===== config.mk =====
export PLATFORM = sky130hd
export DESIGN_NAME = extmem_space_decoder
export DESIGN_NICKNAME = d
export VERILOG_FILES = /design/src/rtl/extmem_pkg.sv /design/src/rtl/extmem_ctrl.sv /design/src/rtl/extmem_datapath.sv /design/src/rtl/extmem_space_decoder.sv
export SDC_FILE = /design/constraint.sdc
export NUM_CORES = 1
export LEC_CHECK = 0
export BUFFER_PORTS_ARGS = -buffer_cell sky130_fd_sc_hd__buf_2
export CORE_UTILIZATION = 45
export DETAILED_ROUTE_END_ITERATION = 10
export PLACE_DENSITY_LB_ADDON = 0.15
export SETUP_SLACK_MARGIN = 0.15
export SLEW_MARGIN = 10
export SYNTH_ARGS = -nofsm -noshare
export SYNTH_HDL_FRONTEND = slang
export SYNTH_SLANG_ARGS = --single-unit

===== constraint.sdc =====
create_clock -name clk -period 7.81 [get_ports clk]
set_input_delay 0.3905 -clock clk [delete_from_list [all_inputs] [get_ports clk]]
set_output_delay 0.3905 -clock clk [all_outputs]
set_load 0.005 [all_outputs]

===== src/rtl/extmem_pkg.sv =====
package extmem_pkg;
  localparam int WAIT_W = 4;

  typedef enum logic [1:0] {
    SP_EXT  = 2'd0,
    SP_BOOT = 2'd1,
    SP_IO   = 2'd2
  } spaceT;

  // bit 9 width, bit 8 active-low, bits 7:4 write wait, bits 3:0 read wait
  typedef struct packed {
    logic              wide;
    logic              activeLow;
    logic [WAIT_W-1:0] wrWait;
    logic [WAIT_W-1:0] rdWait;
  } spaceCfgT;

  typedef struct packed {
    logic latchReq;
    logic decCount;
    logic driveBus;
    logic signalDone;
  } ctrlStrobeT;

  typedef enum logic [1:0] {
    ST_IDLE   = 2'd0,
    ST_ACTIVE = 2'd1,
    ST_DONE   = 2'd2
  } stateT;
endpackage


===== src/rtl/extmem_ctrl.sv =====
module extmem_ctrl
  import extmem_pkg::*;
(
  input  logic       clk,
  input  logic       rstN,
  input  logic       reqValid,
  input  logic       reqHasTarget,
  input  logic       countZero,
  output ctrlStrobeT ctrl,
  output logic       busy
);
  stateT state, stateNext;

  always_ff @(posedge clk) begin
    if (!rstN) state <= ST_IDLE;
    else       state <= stateNext;
  end

  always_comb begin
    stateNext = state;
    ctrl      = '0;
    unique case (state)
      ST_IDLE: begin
        if (reqValid) begin
          ctrl.latchReq = 1'b1;
          stateNext     = reqHasTarget ? ST_ACTIVE : ST_DONE;
        end
      end
      ST_ACTIVE: begin
        ctrl.driveBus = 1'b1;
        if (countZero) stateNext = ST_DONE;
        else           ctrl.decCount = 1'b1;
      end
      ST_DONE: begin
        ctrl.signalDone = 1'b1;
        stateNext       = ST_IDLE;
      end
      default: stateNext = ST_IDLE;
    endcase
  end

  assign busy = (state != ST_IDLE);
endmodule


===== src/rtl/extmem_datapath.sv =====
module extmem_datapath
  import extmem_pkg::*;
#(
  parameter int ADDR_W         = 24,
  parameter int PAGE_W         = 8,
  parameter int NUM_BANKS      = 4,
  parameter int IO_IMM_W       = 10,
  parameter int BOOT_PAGES     = 63,
  parameter int FIRST_EXT_PAGE = 1,
  parameter int IO_RESERVED    = 8192,
  parameter int CFG_SEL_W      = 4,
  parameter int DEF_WAIT       = 3
) (
  input  logic                          clk,
  input  logic                          rstN,
  input  logic                          cfgWrite,
  input  logic [CFG_SEL_W-1:0]          cfgSel,
  input  logic [$bits(spaceCfgT)-1:0]   cfgData,
  input  logic [1:0]                    reqSpace,
  input  logic                          reqWrite,
  input  logic [ADDR_W-1:0]             reqAddr,
  input  logic [IO_IMM_W-1:0]           ioImm,
  input  ctrlStrobeT                    ctrl,
  output logic                          reqHasTarget,
  output logic                          countZero,
  output logic [NUM_BANKS-1:0]          bankSel,
  output logic                          bootSel,
  output logic                          ioSel,
  output logic                          strobe,
  output logic                          busWide,
  output logic                          onChipHit,
  output logic [PAGE_W+IO_IMM_W-1:0]    ioAddr,
  output logic [ADDR_W-1:0]             busAddr
);
  localparam int IO_ADDR_W   = PAGE_W + IO_IMM_W;
  localparam int ROM_PAGE    = (2 ** PAGE_W) - 1;
  localparam int SEL_N       = NUM_BANKS + 2;
  localparam int BOOT_IDX    = NUM_BANKS;
  localparam int IO_IDX      = NUM_BANKS + 1;
  localparam int TOP_BASE    = 2 ** $clog2(SEL_N);
  localparam int IO_PAGE_SEL = TOP_BASE + NUM_BANKS;
  localparam int PAGE_SPAN   = (ROM_PAGE + 1) / NUM_BANKS;

  spaceCfgT              spaceCfg [SEL_N];
  logic [PAGE_W-1:0]     bankTop  [NUM_BANKS];
  logic [PAGE_W-1:0]     ioPage;

  // settings registers
  always_ff @(posedge clk) begin
    if (!rstN) begin
      for (int i = 0; i < SEL_N; i++) begin
        spaceCfg[i].wide      <= 1'b1;
        spaceCfg[i].activeLow <= 1'b1;
        spaceCfg[i].wrWait    <= WAIT_W'(DEF_WAIT);
        spaceCfg[i].rdWait    <= WAIT_W'(DEF_WAIT);
      end
      for (int b = 0; b < NUM_BANKS; b++) begin
        if (b == NUM_BANKS - 1) bankTop[b] <= PAGE_W'(ROM_PAGE - 1);
        else                    bankTop[b] <= PAGE_W'((b + 1) * PAGE_SPAN - 1);
      end
      ioPage <= '0;
    end else if (cfgWrite) begin
      for (int i = 0; i < SEL_N; i++)
        if (int'(cfgSel) == i) spaceCfg[i] <= spaceCfgT'(cfgData);
      for (int b = 0; b < NUM_BANKS; b++)
        if (int'(cfgSel) == TOP_BASE + b) bankTop[b] <= cfgData[PAGE_W-1:0];
      if (int'(cfgSel) == IO_PAGE_SEL) ioPage <= cfgData[PAGE_W-1:0];
    end
  end

  // page decode
  logic [PAGE_W-1:0]     page;
  logic [NUM_BANKS-1:0]  bankHit;
  logic [NUM_BANKS-1:0]  bankOne;
  logic [IO_ADDR_W-1:0]  ioFull;

  assign page   = reqAddr[ADDR_W-1 -: PAGE_W];
  assign ioFull = {ioPage, ioImm};
  assign ioAddr = ioFull;

  for (genvar gb = 0; gb < NUM_BANKS; gb++) begin : g_bank
    logic [PAGE_W:0] lowLim;
    if (gb == 0) begin : g_first
      assign lowLim = (PAGE_W + 1)'(FIRST_EXT_PAGE);
    end else begin : g_next
      assign lowLim = {1'b0, bankTop[gb-1]} + (PAGE_W + 1)'(1);
    end
    assign bankHit[gb] = ({1'b0, page} >= lowLim) && (page <= bankTop[gb])
                         && (page != PAGE_W'(ROM_PAGE));
  end

  always_comb begin
    logic found;
    found   = 1'b0;
    bankOne = '0;
    for (int b = 0; b < NUM_BANKS; b++) begin
      if (bankHit[b] && !found) begin
        bankOne[b] = 1'b1;
        found      = 1'b1;
      end
    end
  end

  logic [SEL_N-1:0] selNext;
  always_comb begin
    selNext = '0;
    case (spaceT'(reqSpace))
      SP_EXT:  selNext[NUM_BANKS-1:0] = bankOne;
      SP_BOOT: selNext[BOOT_IDX]      = (page < PAGE_W'(BOOT_PAGES));
      SP_IO:   selNext[IO_IDX]        = (ioFull >= IO_ADDR_W'(IO_RESERVED));
      default: selNext = '0;
    endcase
  end
  assign reqHasTarget = |selNext;

  spaceCfgT           pickCfg;
  logic [WAIT_W-1:0]  waitPick;
  always_comb begin
    pickCfg = spaceCfg[0];
    for (int i = 0; i < SEL_N; i++)
      if (selNext[i]) pickCfg = spaceCfg[i];
  end
  assign waitPick = reqWrite ? pickCfg.wrWait : pickCfg.rdWait;

  // per-access state
  logic [SEL_N-1:0]  tgtSel;
  logic [WAIT_W-1:0] count;
  logic              activeLowQ;
  logic              wideQ;
  logic [ADDR_W-1:0] busAddrQ;

  always_ff @(posedge clk) begin
    if (!rstN) begin
      tgtSel     <= '0;
      count      <= '0;
      activeLowQ <= 1'b1;
      wideQ      <= 1'b1;
      busAddrQ   <= '0;
    end else if (ctrl.latchReq) begin
      tgtSel   <= selNext;
      count    <= waitPick;
      busAddrQ <= (spaceT'(reqSpace) == SP_IO) ? ADDR_W'(ioFull) : reqAddr;
      if (|selNext) begin
        activeLowQ <= pickCfg.activeLow;
        wideQ      <= pickCfg.wide;
      end
    end else if (ctrl.decCount) begin
      count <= count - 1'b1;
    end
  end

  assign countZero = (count == '0);
  assign bankSel   = tgtSel[NUM_BANKS-1:0] & {NUM_BANKS{ctrl.driveBus}};
  assign bootSel   = tgtSel[BOOT_IDX] & ctrl.driveBus;
  assign ioSel     = tgtSel[IO_IDX] & ctrl.driveBus;
  assign strobe    = ctrl.driveBus ^ activeLowQ;
  assign busWide   = wideQ;
  assign onChipHit = ctrl.signalDone & ~(|tgtSel);
  assign busAddr   = busAddrQ;
endmodule


===== src/rtl/extmem_space_decoder.sv =====
module extmem_space_decoder
  import extmem_pkg::*;
#(
  parameter int ADDR_W         = 24,
  parameter int PAGE_W         = 8,
  parameter int NUM_BANKS      = 4,
  parameter int IO_IMM_W       = 10,
  parameter int BOOT_PAGES     = 63,
  parameter int FIRST_EXT_PAGE = 1,
  parameter int IO_RESERVED    = 8192,
  parameter int CFG_SEL_W      = 4,
  parameter int DEF_WAIT       = 3
) (
  input  logic                         clk,
  input  logic                         rstN,
  input  logic                         cfgWrite,
  input  logic [CFG_SEL_W-1:0]         cfgSel,
  input  logic [$bits(spaceCfgT)-1:0]  cfgData,
  input  logic                         reqValid,
  input  logic [1:0]                   reqSpace,
  input  logic                         reqWrite,
  input  logic [ADDR_W-1:0]            reqAddr,
  input  logic [IO_IMM_W-1:0]          ioImm,
  output logic                         busy,
  output logic [NUM_BANKS-1:0]         bankSel,
  output logic                         bootSel,
  output logic                         ioSel,
  output logic                         strobe,
  output logic                         busWide,
  output logic                         accReady,
  output logic                         onChipHit,
  output logic [PAGE_W+IO_IMM_W-1:0]   ioAddr,
  output logic [ADDR_W-1:0]            busAddr
);
  ctrlStrobeT ctrl;
  logic       reqHasTarget;
  logic       countZero;

  extmem_ctrl i_ctrl (
    .clk          (clk),
    .rstN         (rstN),
    .reqValid     (reqValid),
    .reqHasTarget (reqHasTarget),
    .countZero    (countZero),
    .ctrl         (ctrl),
    .busy         (busy)
  );

  extmem_datapath #(
    .ADDR_W         (ADDR_W),
    .PAGE_W         (PAGE_W),
    .NUM_BANKS      (NUM_BANKS),
    .IO_IMM_W       (IO_IMM_W),
    .BOOT_PAGES     (BOOT_PAGES),
    .FIRST_EXT_PAGE (FIRST_EXT_PAGE),
    .IO_RESERVED    (IO_RESERVED),
    .CFG_SEL_W      (CFG_SEL_W),
    .DEF_WAIT       (DEF_WAIT)
  ) i_dp (
    .clk          (clk),
    .rstN         (rstN),
    .cfgWrite     (cfgWrite),
    .cfgSel       (cfgSel),
    .cfgData      (cfgData),
    .reqSpace     (reqSpace),
    .reqWrite     (reqWrite),
    .reqAddr      (reqAddr),
    .ioImm        (ioImm),
    .ctrl         (ctrl),
    .reqHasTarget (reqHasTarget),
    .countZero    (countZero),
    .bankSel      (bankSel),
    .bootSel      (bootSel),
    .ioSel        (ioSel),
    .strobe       (strobe),
    .busWide      (busWide),
    .onChipHit    (onChipHit),
    .ioAddr       (ioAddr),
    .busAddr      (busAddr)
  );

  assign accReady = ctrl.signalDone;
endmodule


==> impl_results.md <==
- CTS Root Cell: clkbuf_16
- Die Ht: 135.7 um
- WHS Path Cells: 2
- Synth Area in Adders: 9.337%
- Core region area: 0.01736 mm2
- Final core occ: 53.68%
- Yosys top cell by area: edfxtp_1
- Share of the synthesized area in the top cell type: 34.36%
- Port buffer count: 107
- Largest family of logic cells by synthesized area: simple AND/OR/NAND/NOR gates
- Post-synth EDFFs: 92
- GRT Resource Usage Total: 24.48%
- DRT iter0 DRCs: 473
- CP Max Fanout: 12
- Lkg Pwr: 3.981 nW
- Clock sinks: 138
- Crit path time final: 3.963 ns
- Ys flop type: edfxtp_1
- Final wirelength: 21,910 um
- Row count: 48
- CTS clk-pin slew, worst paths: 0.07 ns
- IO Pins: 108
- Relative slew slack: 20.17%
- Mux contribution to synthesized area: 3.501%
- Simple-Gate Fraction of Synth Area: 20.03%
- Initial antenna violation count: 0
- Setup Viol. Count Final: 0
- FMAX: 252.3 MHz
- Antenna cell count: 0
- DRC viols: 0
- Syn avg cell area: 10.20 um2
- Grt total ovfl: 0
- RSZ-0062 raised after global routing: false
- Via count: 6,384
- Area Growth Syn to Fin: 15.89%
- Worst Hold Path EP: i_dp.spaceCfg[0][48]
- Vias per std cell: 5.741
- Syn_nets: 903
- Fillers: 1,563
- Peak supply drop: 0.0001560 V
- Starting Density: 46.32%
- Setup crit end kind: flop
- Dpl cells: 1,080
- Worst Max-Slew Pin Slew: 1.184 ns
- Synthesis Warnings: 0
- Share of cells above drive strength 1: 20.18%
- Delay-heaviest family, CP: compound AO/OA/AOI/OAI gates
- Setup_tns: 0 ns
- Routed WL per cell: 19.70 um
- CP cell instances: and3_1 -> and2_1 -> nand4_1 -> xnor2_1 -> ha_1 -> and3_1 -> a221oi_1 -> o21ai_0 -> and3_1 -> a2111oi_4 -> nor2_1 -> a31oi_2 -> o311a_1 -> o21ai_1
- Top cells by area, synth: edfxtp_1, dfxtp_1, ha_1
- Total CTS buffers: 17
- Post-synthesis cell area: 0.008040 mm2
- Register bit total from synthesis: 138
- Post-DRT Antenna Nets: 0
- R2r endpoint: i_dp.busWide
- Top cells by count, synth: edfxtp_1, nand2_1, ha_1
- Global-route wire length before repair: 33,510 um
- Non-Filler Instances: 1,112
- Status: complete, no violations
- Largest stage delay, worst path: 0.82 ns
- WS Path Type: flop to flop
- Critical R2R Launch: i_dp.bankTop[1][2]
- Crit path max-delay cell type: a2111oi_4
- Post-cts resize count: 0
- Post-CTS Setup Bufs: 0
- Critical Path Start Type: flop
- Vias in the first global route: 6,105
- Synth Area in Compound Gates: 14.29%
- Final hold vios: 0
- Die Width: 135.7 um
- Sequential area share after synthesis: 45.81%
- Count leader, synth: edfxtp_1
- Min-delay src: cfgData[8]
- CTS tree: built
- Crit path top cell by count: and3_1
- Post-DP HPWL: 15,890 um
- Tcrit/Tclk final: 50.74%
- Final #Nets: 989
- Gp weighted congestion: 0.9206
- Cells after synthesis: 788
- Skew final: 0.009156 ns
- Worst Hold Class: input port to flop
- Iteration count of the initial detailed-routing pass: 5
- Critical Path AT: 4.23 ns
- Reg2reg setup slack: 3.85 ns
- Async SR Flop Fraction: 0%
- Insertion delay to the later sink of the worst-skew pair: 0.43 ns
- Largest net degree at the start of global routing: 60
- Max Root-Sink Buffers: 2
- Reg2reg path depth: 14
- DIE AREA: 0.01841 mm2
- CTS Hold Bufs: 0
- Xor/xnor share of the synthesized area: 2.179%
- Number of buffers and inverters on the critical path: 0
- H-tree level count: 4
- PD cells: 212.5 mW/mm2
- Netlist cell types: 72
- Max cap viols: 0
- CP required: 8.08 ns
- Count of pins over their slew limit: 0
## sequential cells by signal, indices dropped and copies added (netlist names)
signal	count
i_dp.spaceCfg	60
i_dp.bankTop	32
i_dp.busAddr	24
i_dp.ioPage	8
i_dp.tgtSel	6
i_dp.count	4
i_ctrl.state	2
i_dp.activeLowQ	1
i_dp.busWide	1
## how the worst max path moves through the flow
stage	startpoint	to	slack [ns]	cells after the start
global route	i_dp.bankTop[1][2]	i_dp.busWide	3.58	14
finish	i_dp.bankTop[1][2]	i_dp.busWide	3.85	14
floorplan	i_dp.bankTop[1][2]	i_dp.busWide	4.73	14
CTS	i_dp.bankTop[1][2]	i_dp.busWide	3.91	14
detailed placement	i_dp.bankTop[1][2]	i_dp.busWide	3.91	14
global placement	i_dp.bankTop[1][2]	i_dp.busWide	4.06	14
## cell usage in the layout, fill, tap and decap left out, types with 4 or more instances in the layout
cell	n
buf_2	107
edfxtp_1	92
nand2_1	66
ha_1	60
dfxtp_1	46
inv_1	43
nand2b_1	39
nor2_1	34
and2_1	27
mux2i_1	27
a21oi_1	26
or3_1	22
o21ai_0	20
xnor2_1	19
clkbuf_16	19
nand3_1	18
or2_2	18
o211a_1	18
nor2b_1	16
nor3_1	15
nor4_1	10
a21boi_0	10
and3_1	8
a21o_1	8
nand4_1	7
o211ai_1	7
a31oi_1	7
buf_4	7
o22ai_1	5
o221ai_1	5
o31ai_1	4
a211oi_1	4
clkinv_4	4
## area by class of cell
cell class / instances / area (um2) / share of cell area [%]
clock inverter: 12 / 126.4 / 1.356
tap: 225 / 281.5 / 3.021
clock buffer: 20 / 489.2 / 5.250
inverter: 45 / 168.9 / 1.813
timing repair buffer: 114 / 588.1 / 6.311
multi-input combinational: 558 / 3980 / 42.72
sequential: 138 / 3684 / 39.53
## metrics by stage
step           setup WS [ns]  area [um2]  total power (W)  hold WS, ns
6_report               3.847        9318         0.001980       0.2878
4_1_cts                3.915        9313         0.001983       0.2963
2_1_floorplan          4.731        8040         0.001054       0.4390
3_3_place_gp           4.060        8697         0.001155       0.4554
5_1_grt                3.575        9318         0.002057       0.3166
3_5_place_dp           3.908        8697         0.001164       0.4598
## cell families after synthesis
kind of cell / after synthesis
buf+inv: 92
mux: 28
compound gates: 153
flops: 138
simple gates: 297
fa+ha+maj: 60
xor+xnor: 20
## power breakdown
group | total, W | switching [W] | internal [W]
logic | 0.000299 | 0.000180 | 0.000119
registers | 0.000853 | 0.0000266 | 0.000827
clock network | 0.000828 | 0.000335 | 0.000493
total | 0.00198 | 0.000542 | 0.00144
## per-layer routing
metal | share of wire (%) | vias up | wire length [um] | GRT usage [%]
met5 | 0 | - | 0 | 0
met4 | 1.9 | 0 | 411 | 8.240
met3 | 6.4 | 33 | 1408 | 4.976
met2 | 48 | 236 | 10410 | 40.08
met1 | 44 | 3069 | 9675 | 32.10
li1 | - | 3046 | - | -
No activity file was read; power rests on OpenSTA's default activity.
